## src/rtl/vid422_pkg.sv

```systemverilog
package vid422_pkg;

  // Position inside the Cb, Y, Cr, Y cycle.
  typedef enum logic [1:0] {
    PH_CB = 2'd0,
    PH_Y0 = 2'd1,
    PH_CR = 2'd2,
    PH_Y1 = 2'd3
  } ph_e;

  typedef struct packed {
    logic fld;
    logic vbl;
    logic hbl;
  } sync_t;

  // Parser state carried from word to word.
  typedef struct packed {
    logic       locked;  // a full reference has been seen since reset
    ph_e        ph;
    logic [1:0] pre;     // reference words matched so far
    sync_t      sy;
  } pst_t;

endpackage

```

## src/rtl/vid422_capture.sv

```systemverilog
module vid422_capture #(
  parameter int DW = 10
) (
  input  logic                clk,
  input  logic                rst,
  input  logic                ddr_mode,
  input  logic                rise_is_luma,
  input  logic [DW-1:0]       pix_in,
  output logic [1:0][DW-1:0]  words   // [0] earlier in time, [1] later
);

  logic [DW-1:0] fall_q;    // falling-edge capture
  logic [DW-1:0] s_rise;    // word taken at the current rising edge
  logic [DW-1:0] s_fall;    // falling-edge word moved to the rising domain
  logic [DW-1:0] s_rise_d;  // rising word one cycle older

  always_ff @(negedge clk) begin
    if (rst) fall_q <= '0;
    else     fall_q <= pix_in;
  end

  always_ff @(posedge clk) begin
    if (rst) begin
      s_rise   <= '0;
      s_fall   <= '0;
      s_rise_d <= '0;
    end else begin
      s_rise   <= pix_in;
      s_fall   <= fall_q;
      s_rise_d <= s_rise;
    end
  end

  // Pair words so the chroma-slot word comes first in time.
  always_comb begin
    if (!ddr_mode) begin
      words[0] = s_rise;
      words[1] = s_rise;
    end else if (rise_is_luma) begin
      words[0] = s_fall;
      words[1] = s_rise;
    end else begin
      words[0] = s_rise_d;
      words[1] = s_fall;
    end
  end

endmodule

```

## src/rtl/vid422_lane.sv

```systemverilog
module vid422_lane
  import vid422_pkg::*;
#(
  parameter int DW      = 10,
  parameter int NLSB    = 2,
  parameter int FLD_BIT = 8,
  parameter int VBL_BIT = 7,
  parameter int HBL_BIT = 6
) (
  input  logic          en,
  input  logic          narrow,
  input  logic [DW-1:0] word,
  input  pst_t          st_i,
  input  logic [DW-1:0] hold_i,
  output pst_t          st_o,
  output logic [DW-1:0] hold_o,
  output logic          emit,
  output logic [DW-1:0] y,
  output logic [DW-1:0] c,
  output logic          is_cr
);

  localparam logic [DW-1:0] LOW_MASK = {{(DW-NLSB){1'b0}}, {NLSB{1'b1}}};

  logic [DW-1:0] w;
  logic          ones;
  logic          zero;
  logic [1:0]    ph_nx;

  always_comb begin
    w     = narrow ? (word & ~LOW_MASK) : word;
    ones  = narrow ? &(word | LOW_MASK) : &word;
    zero  = ~|w;
    ph_nx = st_i.ph + 2'd1;

    st_o   = st_i;
    hold_o = hold_i;
    emit   = 1'b0;
    y      = w;
    c      = hold_i;
    is_cr  = 1'b0;

    if (en) begin
      if (st_i.pre == 2'd3) begin
        // status word closes the reference
        st_o.sy.fld = w[FLD_BIT];
        st_o.sy.vbl = w[VBL_BIT];
        st_o.sy.hbl = w[HBL_BIT];
        st_o.ph     = PH_CB;
        st_o.pre    = 2'd0;
        st_o.locked = 1'b1;
      end else if (ones) begin
        st_o.pre = 2'd1;
      end else if (zero && st_i.pre != 2'd0) begin
        st_o.pre = st_i.pre + 2'd1;
      end else begin
        st_o.pre = 2'd0;
        st_o.ph  = ph_e'(ph_nx);
        unique case (st_i.ph)
          PH_CB, PH_CR: hold_o = w;
          PH_Y0, PH_Y1: begin
            emit  = st_i.locked;
            is_cr = (st_i.ph == PH_Y1);
          end
          default: ;
        endcase
      end
    end
  end

endmodule

```

## src/rtl/vid422_parse.sv

```systemverilog
module vid422_parse
  import vid422_pkg::*;
#(
  parameter int DW    = 10,
  parameter int LANES = 2,
  parameter int NLSB  = 2
) (
  input  logic                   clk,
  input  logic                   rst,
  input  logic                   ddr_mode,
  input  logic                   narrow,
  input  logic [LANES-1:0][DW-1:0] words,
  output logic [DW-1:0]          y_out,
  output logic [DW-1:0]          c_out,
  output logic                   c_is_cr,
  output logic                   out_valid,
  output sync_t                  sync_out
);

  pst_t          st_q;
  logic [DW-1:0] hold_q;

  pst_t          st_ch   [LANES+1];
  logic [DW-1:0] hold_ch [LANES+1];
  logic [LANES-1:0] emit_v;
  logic [LANES-1:0] cr_v;
  logic [DW-1:0] y_v [LANES];
  logic [DW-1:0] c_v [LANES];

  assign st_ch[0]   = st_q;
  assign hold_ch[0] = hold_q;

  // One step per word; the second lane is only used with two words a cycle.
  for (genvar i = 0; i < LANES; i++) begin : g_lane
    localparam bit FIRST = (i == 0);
    vid422_lane #(.DW(DW), .NLSB(NLSB)) u_lane (
      .en     (FIRST | ddr_mode),
      .narrow (narrow),
      .word   (words[i]),
      .st_i   (st_ch[i]),
      .hold_i (hold_ch[i]),
      .st_o   (st_ch[i+1]),
      .hold_o (hold_ch[i+1]),
      .emit   (emit_v[i]),
      .y      (y_v[i]),
      .c      (c_v[i]),
      .is_cr  (cr_v[i])
    );
  end

  logic          sel_emit;
  logic [DW-1:0] sel_y;
  logic [DW-1:0] sel_c;
  logic          sel_cr;

  // Y words alternate with chroma, so at most one lane emits per cycle.
  always_comb begin
    sel_emit = |emit_v;
    sel_y    = y_v[0];
    sel_c    = c_v[0];
    sel_cr   = cr_v[0];
    for (int i = 1; i < LANES; i++) begin
      if (emit_v[i]) begin
        sel_y  = y_v[i];
        sel_c  = c_v[i];
        sel_cr = cr_v[i];
      end
    end
  end

  always_ff @(posedge clk) begin
    if (rst) begin
      st_q      <= '0;
      hold_q    <= '0;
      y_out     <= '0;
      c_out     <= '0;
      c_is_cr   <= 1'b0;
      out_valid <= 1'b0;
    end else begin
      st_q      <= st_ch[LANES];
      hold_q    <= hold_ch[LANES];
      out_valid <= sel_emit;
      if (sel_emit) begin
        y_out   <= sel_y;
        c_out   <= sel_c;
        c_is_cr <= sel_cr;
      end
    end
  end

  assign sync_out = st_q.sy;

endmodule

```

## src/rtl/vid422_split.sv

```systemverilog
module vid422_split
  import vid422_pkg::*;
#(
  parameter int DW   = 10,
  parameter int NLSB = 2
) (
  input  logic          clk,
  input  logic          rst,
  input  logic          ddr_mode,
  input  logic          rise_is_luma,
  input  logic          narrow_src,
  input  logic [DW-1:0] pix_in,
  output logic [DW-1:0] y_out,
  output logic [DW-1:0] c_out,
  output logic          c_is_cr,
  output logic          out_valid,
  output logic          field_flag,
  output logic          vblank_flag,
  output logic          hblank_flag
);

  localparam int LANES = 2;  // one word per clock edge

  logic [LANES-1:0][DW-1:0] words;
  sync_t                    sync_q;

  vid422_capture #(.DW(DW)) u_cap (
    .clk          (clk),
    .rst          (rst),
    .ddr_mode     (ddr_mode),
    .rise_is_luma (rise_is_luma),
    .pix_in       (pix_in),
    .words        (words)
  );

  vid422_parse #(.DW(DW), .LANES(LANES), .NLSB(NLSB)) u_parse (
    .clk       (clk),
    .rst       (rst),
    .ddr_mode  (ddr_mode),
    .narrow    (narrow_src),
    .words     (words),
    .y_out     (y_out),
    .c_out     (c_out),
    .c_is_cr   (c_is_cr),
    .out_valid (out_valid),
    .sync_out  (sync_q)
  );

  assign field_flag  = sync_q.fld;
  assign vblank_flag = sync_q.vbl;
  assign hblank_flag = sync_q.hbl;

endmodule

```

## config.mk

```make
export PLATFORM = sky130hd
export DESIGN_NAME = vid422_split
export DESIGN_NICKNAME = d
export VERILOG_FILES = /design/src/rtl/vid422_pkg.sv /design/src/rtl/vid422_capture.sv /design/src/rtl/vid422_lane.sv /design/src/rtl/vid422_parse.sv /design/src/rtl/vid422_split.sv
export SDC_FILE = /design/constraint.sdc
export NUM_CORES = 1
export LEC_CHECK = 0
export ABC_AREA = 1
export BUFFER_PORTS_ARGS = -buffer_cell sky130_fd_sc_hd__buf_4
export CAP_MARGIN = 20
export CORE_MARGIN = 2
export CORE_UTILIZATION = 30
export DETAILED_ROUTE_END_ITERATION = 6
export GPL_ROUTABILITY_DRIVEN = 0
export SYNTH_ARGS = -nofsm -noshare
export SYNTH_HDL_FRONTEND = slang
export SYNTH_HIERARCHICAL = 1
export SYNTH_SLANG_ARGS = --single-unit
export TNS_END_PERCENT = 30
```

## constraint.sdc

```tcl
create_clock -name clk -period 3.05 [get_ports clk]
set_input_delay 0.1525 -clock clk [delete_from_list [all_inputs] [get_ports clk]]
set_output_delay 0.1525 -clock clk [all_outputs]
set_load 0.03 [all_outputs]
```

==> out/metrics.csv, run 1 <==
stage,metric,value,unit
route,wl_met2,4.37,mm
clock_tree,clk-insertion-delay-late,0.40,ns
sta,setup_slack,0.292,ns
layout,finalNonFillerCells,899,
layout,drive_gt1_share,27.6,%
route,routed_via_density,3.99,
die,core_area,15300,um^2
route,wl_met3,461,um
placed_design,placed_cell_area,4990,um^2
sta,final.min_clock_period,2.76,ns
route,wl_met1,4.95,mm
placed_design,dp.final_hpwl,7.44,mm
grt,grt_pass1_wl,16.4,mm
logic_synthesis,synth_area_leader_cell,dfxtp_1,
pwr,swShare,29.0,%
setup_path,crit_path_max_fanout,4,
sta,finalCritPeriodShare,90.4,%
pwr,p_total,2.54,mW
route,drt_iter0_drc,232,
die,die_area,16800,um^2
grt,grt_remaining_overflow,0,
grt,grt_max_degree,41,
pwr,power_density,473,nW/um^2
clock_tree,path_clk_slew,0.07,ns
route,ant_nets,0,
route,drc,0,
status,status,"finished, final reports clean",
sta,fin_skew,0.0567,ns
route,wl_per_cell,11.0,um
hold_path,holdCritPathClass,in2reg,
job,cap_violations,0,
clock_tree,cts_sinks,80,
sta,holdWs,0.0283,ns
pwr,p_clk_share,43.8,%
pwr,vdd_drop_max,0.000350,V
pwr,p_comb_share,12.8,%
placed_design,placed_cells,872,
grt,grt_use_total,12.4,%
grt,antenna_found_initial,0,
grt,grt_pass1_vias,3291,
setup_path,critPathRequiredTime,3.33,ns
die,ioPinCount,40,
logic_synthesis,yosysSeqAreaShare,33.8,%
layout,multi_input_area,2220,um^2
logic_synthesis,ys_seq_elements,80,
setup_path,crit_path_end_kind,flop,
layout,area_growth,13.5,%
layout,final_util,35.1,%
placed_design,portBuffers,39,
pwr,internal_power,1.81,mW
sta,slew_headroom,55.3,%
sta,drv_slew,0,
clock_tree,ctsLongestPathBuffers,2,
logic_synthesis,synth.avg_cell_area,7.20,um^2
logic_synthesis,synth.top_cell.area_share,33.8,%
route,wl,9.88,mm
die,start_util,30.9,%
sta,hold_viol,0,
layout,fillers,1675,
die,rows,45,
clock_tree,cts_inserted_buffers,9,
pwr,p_leak,2.71,nW
route,vias,3586,
clock_tree,ctsHoldBuffers,0,
pwr,power_frac_seq,43.4,%
placed_design,place_ws,0.0140,ns
sta,fmax,0.363,GHz
layout,regArea,1600,um^2
logic_synthesis,synth_cells,658,
logic_synthesis,syn-cell-area,4740,um^2
setup_path,cp-start-kind,flop,
pwr,power_switching,0.737,mW
logic_synthesis,ys_types,25,
route,top_layer,met4,
clock_tree,htreeDepth,3,
route,drt_first_pass_iters,4,
layout,fin_nets,712,
sta,final-setup-viol-count,0,
setup_path,critPathArrivalTime,3.04,ns
logic_synthesis,synthTopCellsByArea,"dfxtp_1, nand2_1, inv_1",
die,die_y,130,um
die,die_w,130,um
sta,worstMarginPinSlew,0.669,ns
clock_tree,cts_tree,yes,
sta,setup_tns,0,ns
layout,antenna_cells,0,
setup_path,path_class,reg2reg,
layout,fin_area,5380,um^2
logic_synthesis,ys_warn_count,6,
clock_tree,root_buffer,clkbuf_16,
==> Yosys cell counts <==
library cell and instances:
nand4_1 2, nand2_4 2, buf_12 2, inv_1 116, nand4_2 2, nand2_2 27, nor2_1 65, dfxtp_1 80
nor2_4 7, buf_6 8, buf_4 45, nand2_1 171, nor2_2 4, nand3_1 38, nand3_2 36, clkbuf_1 2
mux2_2 6, conb_1 1, or2_2 2, ha_1 14, buf_2 6, inv_2 4, o21ai_2 10, nand3_4 2
o21ai_0 6
==> layer usage <==
layer  up-vias  global-route usage, %
li1       1961                      -
met1      1555                   17.0
met2        62                   19.3
met3         8                   3.26
met4         0                   3.61
met5         -                      0
==> registers in the layout, indices dropped and copies added (netlist names), 5 cells and up <==
signal / flops
u_cap/fall_q: 10
u_cap/s_fall: 10
u_cap/s_rise: 10
u_cap/s_rise_d: 10
u_parse/st_ch: 5
u_parse/y_out: 10
u_parse/hold_q: 10
u_parse/c_out: 10
==> final timing paths <==
kind                   start  slack [ns]                 to  depth (start not counted)
max          u_cap/s_fall[2]        0.29   u_parse/c_out[9]                         27
min                pix_in[5]        0.03    u_cap/s_rise[5]                          3
max reg2reg  u_cap/s_fall[2]        0.29   u_parse/c_out[9]                         27
min reg2reg  u_cap/s_rise[7]        0.45  u_cap/s_rise_d[7]                          2
==> placed cells by master (no fill, tap or decap), drive strengths merged, types with 4 or more instances in the layout <==
master,Yosys,routed
buf,61,63
clkbuf,2,11
conb,1,5
dfxtp,80,80
ha,14,14
inv,120,135
mux2,6,6
nand2,200,200
nand3,76,76
nand4,4,4
nor2,76,76
o21ai,16,16
==> cells by family after synthesis <==
| group | after synthesis | share of synthesized area [%] |
|---|---|---|
| fa+ha+maj | 14 | 3.70 |
| simple gates | 358 | 38.3 |
| mux | 6 | 1.43 |
| compound gates | 16 | 2.48 |
| flops | 80 | 33.8 |
| other cells | 1 | 0.0791 |
| buf+inv | 183 | 20.2 |
==> worst max-delay path, cell delays in order, from the launching register on <==
cell and delay, ns:
dfxtp_1 0.30, inv_1 0.08, nand2_1 0.05, nand3_1 0.09, nand2_1 0.10, nor2_1 0.12, nand2_2 0.07, nor2_2 0.11
nand2_2 0.09, nand2_4 0.08, nand3_1 0.08, o21ai_2 0.09, inv_1 0.07, ha_1 0.19, inv_1 0.05, nand2_1 0.06
nor2_2 0.14, nand2_2 0.09, nand2_4 0.08, nor2_4 0.03, inv_1 0.07, nor2_2 0.07, inv_2 0.14, buf_4 0.17
nand3_2 0.06, nand3_1 0.09, nand2_1 0.05, inv_1 0.07
==> area by class of cell <==
type	count	share of cell area, %
clock buffers	10	4.44
well taps	211	4.91
repair buffers	64	9.63
flip-flops and latches	80	29.8
multi-input cells	399	41.2
clock inverters	16	1.72
inverters	119	8.30
==> repair_timing <==
action	4_1_cts	5_1_grt
buffers inserted	0	1
setup endpoints to repair	0	22
gates resized for setup	0	10
==> power by group through the flow <==
stage                     Clock, mW  Combinational (mW)  Sequential (mW)
after global routing           1.19               0.366             1.11
after global placement       0.0222               0.321             1.13
after floorplan              0.0222               0.301             1.12
final                          1.11               0.325             1.10
after CTS                      1.15               0.324             1.10
after detailed placement     0.0222               0.323             1.13
Note: power is estimated with default switching activity, not from simulation.
==> inputs of run 2 (changes only) <==
- PLACE_DENSITY: default -> 0.56
- SYNTH_HIERARCHICAL: 1 -> default
==> out/metrics.csv, run 2 <==
stage,metric,value,unit
sta,hold_viol,0,
sta,setup_slack,0.272,ns
setup_path,cp-start-kind,flop,
setup_path,cp_slowest_cell,dfxtp_1,
layout,fin_nets,656,
pwr,p_leak,2.32,nW
layout,antenna_cells,0,
grt,grt_remaining_overflow,0,
hold_path,min_to,u_cap.s_rise[0],
setup_path,r2r_cells,23,
sta,finalCritPeriodShare,91.1,%
setup_path,path_class,reg2reg,
placed_design,placed_cell_area,4430,um^2
logic_synthesis,synth.avg_cell_area,6.81,um^2
logic_synthesis,synth_edf_count,0,
route,routed_via_density,4.45,
setup_path,critPathArrivalTime,2.98,ns
layout,drive_gt1_share,15.3,%
setup_path,crit_path_end_kind,flop,
logic_synthesis,synth_cells,591,
logic_synthesis,ys_warn_count,0,
sta,fmax,0.360,GHz
logic_synthesis,syn-cell-area,4030,um^2
route,drt_iter0_drc,258,
logic_synthesis,ys_types,32,
setup_path,timing.rr.start,u_cap.s_fall[1],
setup_path,crit_family,simple AND/OR/NAND/NOR gates,
die,start_util,30.5,%
placed_design,place_ws,0.111,ns
sta,worstMarginPinSlew,0.579,ns
logic_synthesis,synth.most_common_cell,nand2_1,
layout,final_util,36.3,%
grt,grt_pass1_wl,16.3,mm
sta,final.min_clock_period,2.78,ns
sta,slew_headroom,61.0,%
placed_design,portBuffers,39,
die,rows,42,
logic_synthesis,synth.top_cell.area_share,39.8,%
setup_path,cp_num_buf_inv,2,
hold_path,holdCritPathClass,in2reg,
sta,drv_slew,0,
route,ant_nets,0,
logic_synthesis,syn_nets,616,
clock_tree,htreeDepth,3,
route,wl_per_cell,12.0,um
pwr,vdd_drop_max,0.000372,V
clock_tree,root_buffer,clkbuf_16,
setup_path,critPathRequiredTime,3.26,ns
clock_tree,clk-insertion-delay-late,0.39,ns
logic_synthesis,synthArstFlopShare,0,%
setup_path,path_depth,23,
pwr,internal_power,1.77,mW
die,die_y,120,um
die,core_area,13200,um^2
setup_path,crit_top_cell,nand2_1,
die,die_w,120,um
clock_tree,cts_inserted_buffers,9,
pwr,power_frac_seq,45.4,%
layout,mostFrequentLayoutCells,"nand2_1, inv_1, dfxtp_1",
clock_tree,cts_sinks,80,
clock_tree,path_clk_slew,0.06,ns
clock_tree,ctsHoldBuffers,0,
placed_design,dp.final_hpwl,7.22,mm
pwr,power_density,518,nW/um^2
pwr,swShare,28.4,%
grt,grt_pass1_vias,3448,
layout,area_growth,18.8,%
setup_path,reg2reg_slack,0.27,ns
route,drc,0,
pwr,p_comb_share,12.4,%
sta,final-setup-viol-count,0,
pwr,p_clk_share,42.2,%
layout,fin_area,4780,um^2
logic_synthesis,synth_area_leader_cell,dfxtp_1,
grt,antenna_found_initial,0,
logic_synthesis,synthTopCellsByCount,"nand2_1, inv_1, dfxtp_1",
sta,fin_skew,0.0524,ns
clock_tree,ctsLongestPathBuffers,2,
hold_path,worst_hold_startpoint,pix_in[0],
die,ioPinCount,40,
setup_path,crit_path_max_fanout,15,
job,cap_violations,0,
sta,setup_tns,0,ns
clock_tree,cts_tree,yes,
setup_path,path_cells,inv_1 > nand2_1 > nand3_1 > nand2_1 > nand2_1 > nand2_1 > nor2_2 > nand2_4 > nor2_1 > nand2_1 > o21a_1 > ha_1 > nor2_1 > nand2_1 > nor2_1 > nand2_2 > nand3_2 > nor2_4 > nand4_4 > buf_12 > nand2_1 > nand2_1 > a21oi_1,
die,die_area,14400,um^2
route,drt_first_pass_iters,5,
route,vias,3606,
logic_synthesis,yosysSeqAreaShare,39.8,%
status,status,"finished, final reports clean",
hold_path,hold_depth,3,
pwr,power_switching,0.705,mW
route,wl,9.75,mm
logic_synthesis,ys_seq_elements,80,
logic_synthesis,synthTopCellsByArea,"dfxtp_1, nand2_1, inv_1",
setup_path,reg2reg_to,u_parse.y_out[2],
logic_synthesis,synthFlopType,dfxtp_1,
grt,grt_max_degree,50,
grt,grt_use_total,14.3,%
setup_path,crit_path_max_incr_delay,0.30,ns
layout,layout_commonest_cell,nand2_1,
run 2: changes by cell type after synthesis, sizes merged, moves of 7 or more:
cell,previous run,this run
buf,61,19
a21oi,0,40
inv,120,89
nand3,76,50
nor2,76,56
clkbuf,2,9
nand3b,0,7
o21ai,16,23
run 2: worst max-delay path by stage:
stage / from / endpoint / slack [ns]
floorplan: rst / u_cap.fall_q[0] / 0.45
global placement: rise_is_luma / u_parse.y_out[4] / 0.16
detailed placement: rise_is_luma / u_parse.c_out[8] / 0.11
CTS: u_cap.s_fall[0] / u_parse.y_out[4] / 0.26
global route: u_cap.s_fall[2] / u_parse.y_out[2] / -0.01
finish: u_cap.s_fall[1] / u_parse.y_out[2] / 0.27
run 2: logic make-up after synthesis:
family,count (synthesis),synth area share (%)
adders and majority gates,10,3.11
buffers and inverters,118,12.9
AOI/OAI and AO/OA,70,9.42
DFF,80,39.8
and+or+nand+nor,313,34.8
run 2: cell type report:
class	instances	area (um^2)
sequential	80	1600
clock inverter	16	87.6
inverter	89	334
clock buffer	9	225
multi-input combinational	393	1920
fill	1406	8410
tap	176	220
timing repair buffer	48	394
run 2: repair_timing:
item | CTS | global route
gates resized for setup | 0 | 6
buffers inserted | 0 | 0
endpoints found under the setup margin | 0 | 21
run 2: power by group through the flow:
stage               logic [mW]  clock network (mW)  registers [mW]
detailed placement       0.302              0.0222            1.15
CTS                      0.305                1.08            1.12
global route             0.353                1.13            1.13
finish                   0.308                1.05            1.13
global placement         0.304              0.0222            1.15
floorplan                0.230              0.0222            1.14
run 2: metrics by stage:
stage	hold WS [ns]	cells	total power [mW]
2_1_floorplan	0.268	591	1.39
3_3_place_gp	0.382	786	1.47
3_5_place_dp	0.387	786	1.47
4_1_cts	0.0145	810	2.51
5_1_grt	0.0261	811	2.61
6_report	0.0285	811	2.48
run 2: tightest hold or removal path, cell delays in order:
cell    delay, ns
buf_4        0.10
inv_1        0.04
nor2_1       0.03
run 2: metal layers:
metal	track usage, %	routed length [um]	vias to the layer above	share of wire (%)
met5	0	0	-	0
met2	22.3	4410	89	45
met1	19.0	4620	1599	47
li1	-	-	1899	-
met4	5.51	199	0	2.0
met3	3.61	525	19	5.4
==> inputs of run 3 (changes only) <==
- clock period: 3.05 -> 2.75 ns (I/O delays scaled with it)
==> out/metrics.csv, run 3 (synthesized netlist as in run 2, its figures left out) <==
stage,metric,value,unit
clock_tree,ctsHoldBuffers,0,
sta,fmax,0.381,GHz
setup_path,critPathArrivalTime,2.82,ns
die,die_area,14400,um^2
pwr,p_total,2.80,mW
route,wl_per_cell,12.5,um
pwr,p_leak,2.47,nW
layout,layout_commonest_cell,nand2_1,
grt,grt_pass1_wl,17.1,mm
sta,final-setup-viol-count,0,
placed_design,place_ws,-0.0787,ns
placed_design,dp.final_hpwl,7.59,mm
job,cap_violations,0,
placed_design,placed_cells,805,
clock_tree,root_buffer,clkbuf_16,
setup_path,cp-start-kind,flop,
pwr,power_density,543,nW/um^2
setup_path,reg2reg_to,u_parse.c_out[3],
sta,finalCritPeriodShare,95.3,%
die,core_area,13200,um^2
clock_tree,cts_sinks,80,
clock_tree,path_clk_slew,0.06,ns
setup_path,r2r_cells,23,
sta,fin_skew,0.0562,ns
setup_path,timing.rr.start,u_cap.s_fall[6],
grt,antenna_found_initial,0,
die,die_w,120,um
clock_tree,ctsLongestPathBuffers,2,
layout,drive_gt1_share,24.1,%
clock_tree,clk-insertion-delay-late,0.39,ns
die,rows,42,
setup_path,crit_path_max_fanout,5,
clock_tree,cts_tree,yes,
setup_path,path_class,reg2reg,
grt,grtUsageMet1,19.7,%
route,routed_via_density,4.51,
sta,final.min_clock_period,2.62,ns
layout,area_growth,28.1,%
grt,met2_usage,23.7,%
layout,final_util,39.1,%
route,drt_first_pass_iters,5,
sta,worstMarginPinSlew,0.576,ns
layout,mostFrequentLayoutCells,"nand2_1, inv_1, dfxtp_1",
layout,finalNonFillerCells,841,
sta,drv_slew,0,
grt,grt_pass1_vias,3526,
grt,grt_max_degree,50,
route,vias,3795,
grt,grt.busiest_layer,met2,
clock_tree,cts_inserted_buffers,9,
die,die_y,120,um
setup_path,critPathRequiredTime,2.95,ns
grt,grt_use_total,14.9,%
status,status,"finished, final reports clean",
setup_path,crit_path_end_kind,flop,
setup_path,crit_path_start,u_cap.s_fall[6],
clock_tree,htreeDepth,3,
layout,fin_nets,685,
setup_path,reg2reg_slack,0.13,ns
route,drc,0,
die,start_util,30.5,%
route,drt_iter0_drc,228,
placed_design,portBuffers,39,
setup_path,worstSetupEndpoint,u_parse.c_out[3],
route,wl,10.5,mm
grt,grt_remaining_overflow,0,
sta,hold_viol,0,
sta,rsz0062_at_grt,true,
grt,met3_usage,4.04,%
sta,setup_slack,0.128,ns
layout,antenna_cells,0,
hold_path,holdCritPathClass,in2reg,
pwr,vdd_drop_max,0.000431,V
die,ioPinCount,40,
sta,slew_headroom,61.4,%
route,ant_nets,0,
[run 3: per-stage QoR]
step                      hold WS [ns]  cell area [um^2]  TNS (ns)
final                           0.0167              5160         0
after global routing            0.0133              5160    -0.943
after CTS                      0.00627              4890         0
after detailed placement         0.373              4570     -1.11
after global placement           0.368              4570   -0.0287
after floorplan                  0.253              4030         0
[run 3: where the power goes]
| group | internal, mW | total, mW | leakage (nW) | switching (mW) |
|---|---|---|---|---|
| registers | 1.22 | 1.25 | 0.656 | 0.0304 |
| logic | 0.141 | 0.383 | 1.63 | 0.242 |
| clock network | 0.639 | 1.17 | 0.192 | 0.532 |
| total | 2.00 | 2.80 | 2.47 | 0.804 |
[run 3: repair_timing]
| action | CTS | global route |
|---|---|---|
| buffers inserted | 0 | 8 |
| setup endpoints to repair | 0 | 33 |
| resized for setup | 0 | 48 |
[run 3: per-layer routing]
| layer | routed length, um | part of all wire, % |
|---|---|---|
| met4 | 230 | 2.2 |
| met5 | 0 | 0 |
| met1 | 4960 | 47 |
| met2 | 4750 | 45 |
| met3 | 576 | 5.5 |
[run 3: area by class of cell]
cell class	instances	area [um^2]
Timing Repair Buffer	76	641
Inverter	89	334
Multi-Input combinational cell	394	2040
Clock buffer	9	225
Tap cell	176	220
Clock inverter	17	91.3
Fill cell	1384	8030
Sequential cell	80	1600
[run 3: worst min-delay path by stage]
stage,start,to,slack [ns],cells after the start
2_1_floorplan,pix_in[0],u_cap.s_rise[0],0.25,2
3_3_place_gp,pix_in[5],u_cap.s_rise[5],0.37,3
3_5_place_dp,pix_in[5],u_cap.s_rise[5],0.37,3
4_1_cts,pix_in[5],u_cap.s_rise[5],0.006,3
5_1_grt,pix_in[0],u_cap.s_rise[0],0.01,3
6_report,pix_in[5],u_cap.s_rise[5],0.02,3
[run 3: critical path: stages (launching register included)]
cell     delay, ns
dfxtp_2       0.34
nand2_2       0.05
nand2_1       0.04
nand2_1       0.06
nand2_2       0.08
nor2_2        0.11
nand2_1       0.07
nor2_2        0.14
nand2_4       0.07
nor2_4        0.11
nand2_1       0.06
o21a_1        0.13
ha_2          0.18
nor2_1        0.10
nand2_1       0.07
nor2_2        0.13
nand2_2       0.08
nand3_4       0.07
nor2_4        0.06
nand4_4       0.17
buf_6         0.16
nand2_1       0.05
nand2_1       0.08
a21oi_1       0.06
